## src/rtl/diag_pkg.sv

```systemverilog
package diag_pkg;
  // Pattern length; the order of samples in each pattern is behaviour.
  localparam int unsigned SEQ_LEN = 5;
  localparam int unsigned FILL_W  = $clog2(SEQ_LEN);
  // Bit k holds the sample expected at the (k+1)-th edge of a pattern.
  localparam logic [SEQ_LEN-1:0] SEQ_OE        = 5'b11101;
  localparam logic [SEQ_LEN-1:0] SEQ_LE_ENTRY  = 5'b01000;
  localparam logic [SEQ_LEN-1:0] SEQ_LE_RESUME = 5'b00000;
endpackage

```

## src/rtl/diag_seq_detect.sv

```systemverilog
module diag_seq_detect
  import diag_pkg::*;
(
  input  logic clk,
  input  logic rst_n,
  input  logic oe_n,
  input  logic lat,
  output logic entry_hit,
  output logic resume_hit
);
  logic [SEQ_LEN-1:0] oe_hist, le_hist;
  logic [SEQ_LEN-1:0] oe_next, le_next;
  logic [FILL_W-1:0]  fill;
  logic               full;

  // Newest sample enters at the top, oldest sits in bit 0.
  assign oe_next = {oe_n, oe_hist[SEQ_LEN-1:1]};
  assign le_next = {lat,  le_hist[SEQ_LEN-1:1]};
  assign full    = (fill == FILL_W'(SEQ_LEN - 1));

  assign entry_hit  = full && (oe_next == SEQ_OE) && (le_next == SEQ_LE_ENTRY);
  assign resume_hit = full && (oe_next == SEQ_OE) && (le_next == SEQ_LE_RESUME);

  always_ff @(posedge clk or negedge rst_n) begin
    if (!rst_n) begin
      oe_hist <= '0;
      le_hist <= '0;
      fill    <= '0;
    end else begin
      oe_hist <= oe_next;
      le_hist <= le_next;
      if (entry_hit || resume_hit) fill <= '0;
      else if (!full)              fill <= fill + 1'b1;
    end
  end
endmodule

```

## src/rtl/diag_mode_reg.sv

```systemverilog
module diag_mode_reg (
  input  logic clk,
  input  logic rst_n,
  input  logic entry_hit,
  input  logic resume_hit,
  input  logic win_ok,
  output logic diag_mode,
  output logic armed
);
  logic done;

  assign armed = !done;

  always_ff @(posedge clk or negedge rst_n) begin
    if (!rst_n) begin
      diag_mode <= 1'b0;
      done      <= 1'b0;
    end else begin
      if (!diag_mode && entry_hit) begin
        diag_mode <= 1'b1;
        done      <= 1'b0;
      end else if (diag_mode && resume_hit) begin
        diag_mode <= 1'b0;
      end else if (win_ok) begin
        done <= 1'b1;
      end
    end
  end
endmodule

```

## src/rtl/diag_window_timer.sv

```systemverilog
module diag_window_timer #(
  parameter int unsigned WIN_CYCLES = 125
) (
  input  logic clk,
  input  logic rst_n,
  input  logic active,
  input  logic oe_n,
  input  logic armed,
  output logic win_low,
  output logic win_ok
);
  localparam int unsigned CW = $clog2(WIN_CYCLES + 1);
  localparam logic [CW-1:0] CMAX = CW'(WIN_CYCLES);

  logic [CW-1:0] cnt;
  logic          low_seen;
  logic          closing;

  assign win_low = active && !oe_n;
  assign closing = active && oe_n && low_seen;
  assign win_ok  = closing && (cnt == CMAX) && armed;

  always_ff @(posedge clk or negedge rst_n) begin
    if (!rst_n) begin
      cnt      <= '0;
      low_seen <= 1'b0;
    end else if (win_low) begin
      low_seen <= 1'b1;
      if (cnt != CMAX) cnt <= cnt + 1'b1;
    end else begin
      cnt      <= '0;
      low_seen <= 1'b0;
    end
  end
endmodule

```

## src/rtl/diag_status_capture.sv

```systemverilog
module diag_status_capture #(
  parameter int unsigned NCH = 16
) (
  input  logic           clk,
  input  logic           rst_n,
  input  logic           win_low,
  input  logic           win_ok,
  input  logic [NCH-1:0] open_flag,
  input  logic [NCH-1:0] short_flag,
  output logic           stat_load,
  output logic [NCH-1:0] stat_word
);
  logic [NCH-1:0] snap;

  for (genvar i = 0; i < NCH; i++) begin : g_chan
    always_ff @(posedge clk or negedge rst_n) begin
      if (!rst_n)       snap[i] <= 1'b0;
      else if (win_low) snap[i] <= open_flag[i] | short_flag[i];
    end
    always_ff @(posedge clk or negedge rst_n) begin
      if (!rst_n)      stat_word[i] <= 1'b0;
      else if (win_ok) stat_word[i] <= snap[i];
    end
  end

  always_ff @(posedge clk or negedge rst_n) begin
    if (!rst_n) stat_load <= 1'b0;
    else        stat_load <= win_ok;
  end
endmodule

```

## src/rtl/diag_mode_ctrl.sv

```systemverilog
module diag_mode_ctrl #(
  parameter int unsigned NCH        = 16,
  parameter int unsigned WIN_CYCLES = 125
) (
  input  logic           clk,
  input  logic           rst_n,
  input  logic           latch_en,
  input  logic           out_en_n,
  input  logic [NCH-1:0] open_flag,
  input  logic [NCH-1:0] short_flag,
  output logic           diag_mode,
  output logic           stat_load,
  output logic [NCH-1:0] stat_word
);
  logic entry_hit, resume_hit;
  logic armed, win_low, win_ok;

  diag_seq_detect u_seq (
    .clk        (clk),
    .rst_n      (rst_n),
    .oe_n       (out_en_n),
    .lat        (latch_en),
    .entry_hit  (entry_hit),
    .resume_hit (resume_hit)
  );

  diag_mode_reg u_mode (
    .clk        (clk),
    .rst_n      (rst_n),
    .entry_hit  (entry_hit),
    .resume_hit (resume_hit),
    .win_ok     (win_ok),
    .diag_mode  (diag_mode),
    .armed      (armed)
  );

  diag_window_timer #(.WIN_CYCLES(WIN_CYCLES)) u_win (
    .clk     (clk),
    .rst_n   (rst_n),
    .active  (diag_mode),
    .oe_n    (out_en_n),
    .armed   (armed),
    .win_low (win_low),
    .win_ok  (win_ok)
  );

  diag_status_capture #(.NCH(NCH)) u_stat (
    .clk        (clk),
    .rst_n      (rst_n),
    .win_low    (win_low),
    .win_ok     (win_ok),
    .open_flag  (open_flag),
    .short_flag (short_flag),
    .stat_load  (stat_load),
    .stat_word  (stat_word)
  );
endmodule

```

## config.mk

```make
export PLATFORM = sky130hd
export DESIGN_NAME = diag_mode_ctrl
export DESIGN_NICKNAME = d
export VERILOG_FILES = /design/src/rtl/diag_pkg.sv /design/src/rtl/diag_seq_detect.sv /design/src/rtl/diag_mode_reg.sv /design/src/rtl/diag_window_timer.sv /design/src/rtl/diag_status_capture.sv /design/src/rtl/diag_mode_ctrl.sv
export SDC_FILE = /design/constraint.sdc
export NUM_CORES = 1
export LEC_CHECK = 0
export BUFFER_PORTS_ARGS = -buffer_cell sky130_fd_sc_hd__buf_2
export CORE_UTILIZATION = 47
export DETAILED_ROUTE_END_ITERATION = 16
export HOLD_SLACK_MARGIN = 0.15
export PLACE_DENSITY = 0.74
export RECOVER_POWER = 25
export SLEW_MARGIN = 25
export SYNTH_ARGS = -nofsm -noshare
export SYNTH_HDL_FRONTEND = slang
export SYNTH_HIERARCHICAL = 1
export SYNTH_SLANG_ARGS = --single-unit
```

## constraint.sdc

```tcl
create_clock -name clk -period 1.9 [get_ports clk]
set_input_delay 0.19 -clock clk [delete_from_list [all_inputs] [get_ports clk]]
set_output_delay 0.19 -clock clk [all_outputs]
set_load 0.1 [all_outputs]
```

==> reports/results.tsv <==
metric	value	unit
final hold vios	0	
Core Region	4474	sq um
Sinks on Clock Net	54	
RSZ-0062 raised after global routing	true	
Worst setup EP type	register	
clk_skew	0.005840	ns
row count	24	
IO buf count	53	
syn nets	231	
status	complete, no violations	
largest family of logic cells by synthesized area	simple AND/OR/NAND/NOR gates	
worst slack, placed	-0.01996	ns
asr flop ratio synth	100.0	%
Longest Clk Path Bufs	2	
area of the multi-input gates	812.0	sq um
placed instance area	2575	sq um
yosys warns	6	
Post-synth EDFFs	0	
HPWL after DPL	2.953	mm
setup ws final	0.03219	ns
initial antenna violation count	0	
crit path kind	reg2reg	
CTS clk-pin slew, worst paths	0.09	ns
Post-Synth XOR/XNOR Area	0.3906	%
clock insertion delay at the later pin of the skew report	0.30	ns
Slew headroom	22.65	%
Slew @ Worst Pin	1.160	ns
# setup viols final	0	
mux cell area share after synthesis	10.16	%
CTS Buf Count	5	
library cells used by synthesis	36	
MaxCap Viol Count	0	
vias	1574	
post-route cell area	2750	sq um
WHS	0.1569	ns
type of origin of the critical path	register	
first-pass GRT wire length	6.941	mm
sequential cell area	1354	sq um
Die Span X	71.07	um
initial core utilization	50.11	%
DRC	0	
syn_area_per_cell	11.74	sq um
GRT Util Overall	17.74	%
wire per inst	13.68	um
H-tree level count	2	
ys flop type	dfrtp_1	
die area	5051	sq um
Chip Height	71.07	um
Routed Antenna Nets	0	
final period utilization	98.31	%
initial drt markers	59	
Netlist Area Pre-Place	2242	sq um
Power Density	811.7	nW/um^2
post-route setup TNS	0	ns
Fmax	0.5354	GHz
Ant. Diodes	0	
area delta synth->final	22.66	%
GRT overflow	0	
Period minus WS final	1.868	ns
biggest regs	u_stat/snap (16), u_stat/stat_word (16), u_win/cnt (7)	
Yosys reg bits	54	
register area share after synthesis	60.27	%
Vias/cell	5.094	
RePlAce Congestion	0.8621	
final slew viol count	0	
io pins	54	
vias in the first global route	1589	
Root Buffer	clkbuf_8	
Syn Inst Count	191	
Filler cells	359	
layout cells sized above 1	36.19	%
Simple-Gate Fraction of Synth Area	14.12	%
Inst Count DP	296	
largest net degree at the start of global routing	35	
Post-Route WL	4.228	mm
CTS tree	done	
worst min path class	in2reg	
post-route insts no fill	309	
fin nets	297	
required time of the critical path	2.08	ns
Synth Area in Adders	2.232	%
leakage	1.350	nW
CP Max Fanout	3	
CP arrival	2.04	ns
Pre-Repair DR Iteration Count	6	
VDD IR max	454.1	uV
complex-gate fraction of the synthesized area	8.203	%
-- stage by stage --
stage	utilization (%)	total power, mW
floorplan	-	1.501
global placement	57.55	1.599
detailed placement	57.55	1.622
CTS	60.60	2.256
global route	61.47	2.345
finish	61.47	2.232
-- final timing paths --
| check | slack (ns) | cells past startpoint | endpoint | from |
|---|---|---|---|---|
| setup reg to reg | 0.03 | 5 | u_mode/done | u_seq/le_hist[2] |
| hold reg to reg | 0.38 | 0 | u_seq/le_hist[2] | u_seq/le_hist[3] |
| hold / removal | 0.16 | 3 | u_stat/snap[12] | open_flag[12] |
| min in group asynchronous | 0.65 | 2 | u_stat/stat_word[12] | rst_n |
| setup / recovery | 0.03 | 5 | u_mode/done | u_seq/le_hist[2] |
| max in group asynchronous | 0.48 | 2 | u_mode/diag_mode | rst_n |
-- cell usage after synthesis (2+ instances only) --
cell / count / area share (%)
a21oi_1: 20 / 4.5
buf_2: 4 / 0.89
nand2b_1: 2 / 0.56
nand3_1: 6 / 1.3
ha_1: 4 / 2.2
a21boi_0: 2 / 0.67
inv_1: 7 / 1.2
buf_6: 3 / 1.5
nor3_1: 4 / 0.89
mux2_4: 10 / 6.7
nor2_1: 38 / 6.4
mux2_2: 6 / 3.0
a31oi_1: 2 / 0.56
dfrtp_1: 54 / 60
nand2_1: 8 / 1.3
-- where the power goes --
part	switching [mW]	internal, mW	total (mW)	leakage [nW]
sequential	0.0593	1.25	1.31	0.664
combinational	0.154	0.144	0.298	0.641
clock	0.339	0.290	0.629	0.0443
total	0.553	1.68	2.23	1.35
-- final cells by class --
cell class	instances	share of cell area, %
Timing Repair Buffer	67	14.65
Multi-Input combinational cell	121	29.53
Inverter	8	1.092
Sequential cell	54	49.23
Tap cell	52	2.366
Clock buffer	7	3.139
-- cell families after synthesis --
group,count (synthesis)
simple gates,68
mux,17
flops,54
fa+ha+maj,4
buf+inv,16
compound gates,31
xor+xnor,1
-- layout by cell type (no fill, tap or decap), drive strengths merged --
cell type,netlist,layout
a2111o,1,1
a211oi,1,1
a21boi,2,2
a21oi,20,20
a311oi,1,1
a31oi,2,2
and2,1,1
and3,2,2
buf,8,62
clkbuf,0,8
dfrtp,54,54
dlygate4sd3,0,4
ha,4,4
inv,8,8
mux2,16,16
mux2i,1,1
nand2,8,8
nand2b,2,2
nand3,6,6
nand3b,1,1
nand4,1,1
nor2,38,38
nor2b,1,1
nor3,4,4
nor4,1,1
o211a,1,1
o21ai,2,2
o41ai,1,1
or4,1,1
or4b,2,2
xnor2,1,1
-- worst max-delay path: stages, from the launching register on --
cell and delay (ns):
dfrtp_1 0.38, or4b_1 0.52, or4b_4 0.56, nor2_4 0.11
nor2b_4 0.13, a311oi_1 0.05
-- routing by layer --
metal,global-route usage [%],wire length [um]
met1,22.20,1920
met2,30.88,2126
met3,4.416,143
met4,4.667,38
met5,0,0
-- what timing repair did --
item / 4_1_cts / 5_1_grt
gates cloned: 0 / 1
hold endpoints to repair: 23 / 0
hold buffers: 4 / 0
pin swaps: 1 / 1
gates resized for setup: 1 / 10
endpoints found under the setup margin: 1 / 17
buffers inserted: 1 / 0
No activity file was read; power rests on OpenSTA's default activity.
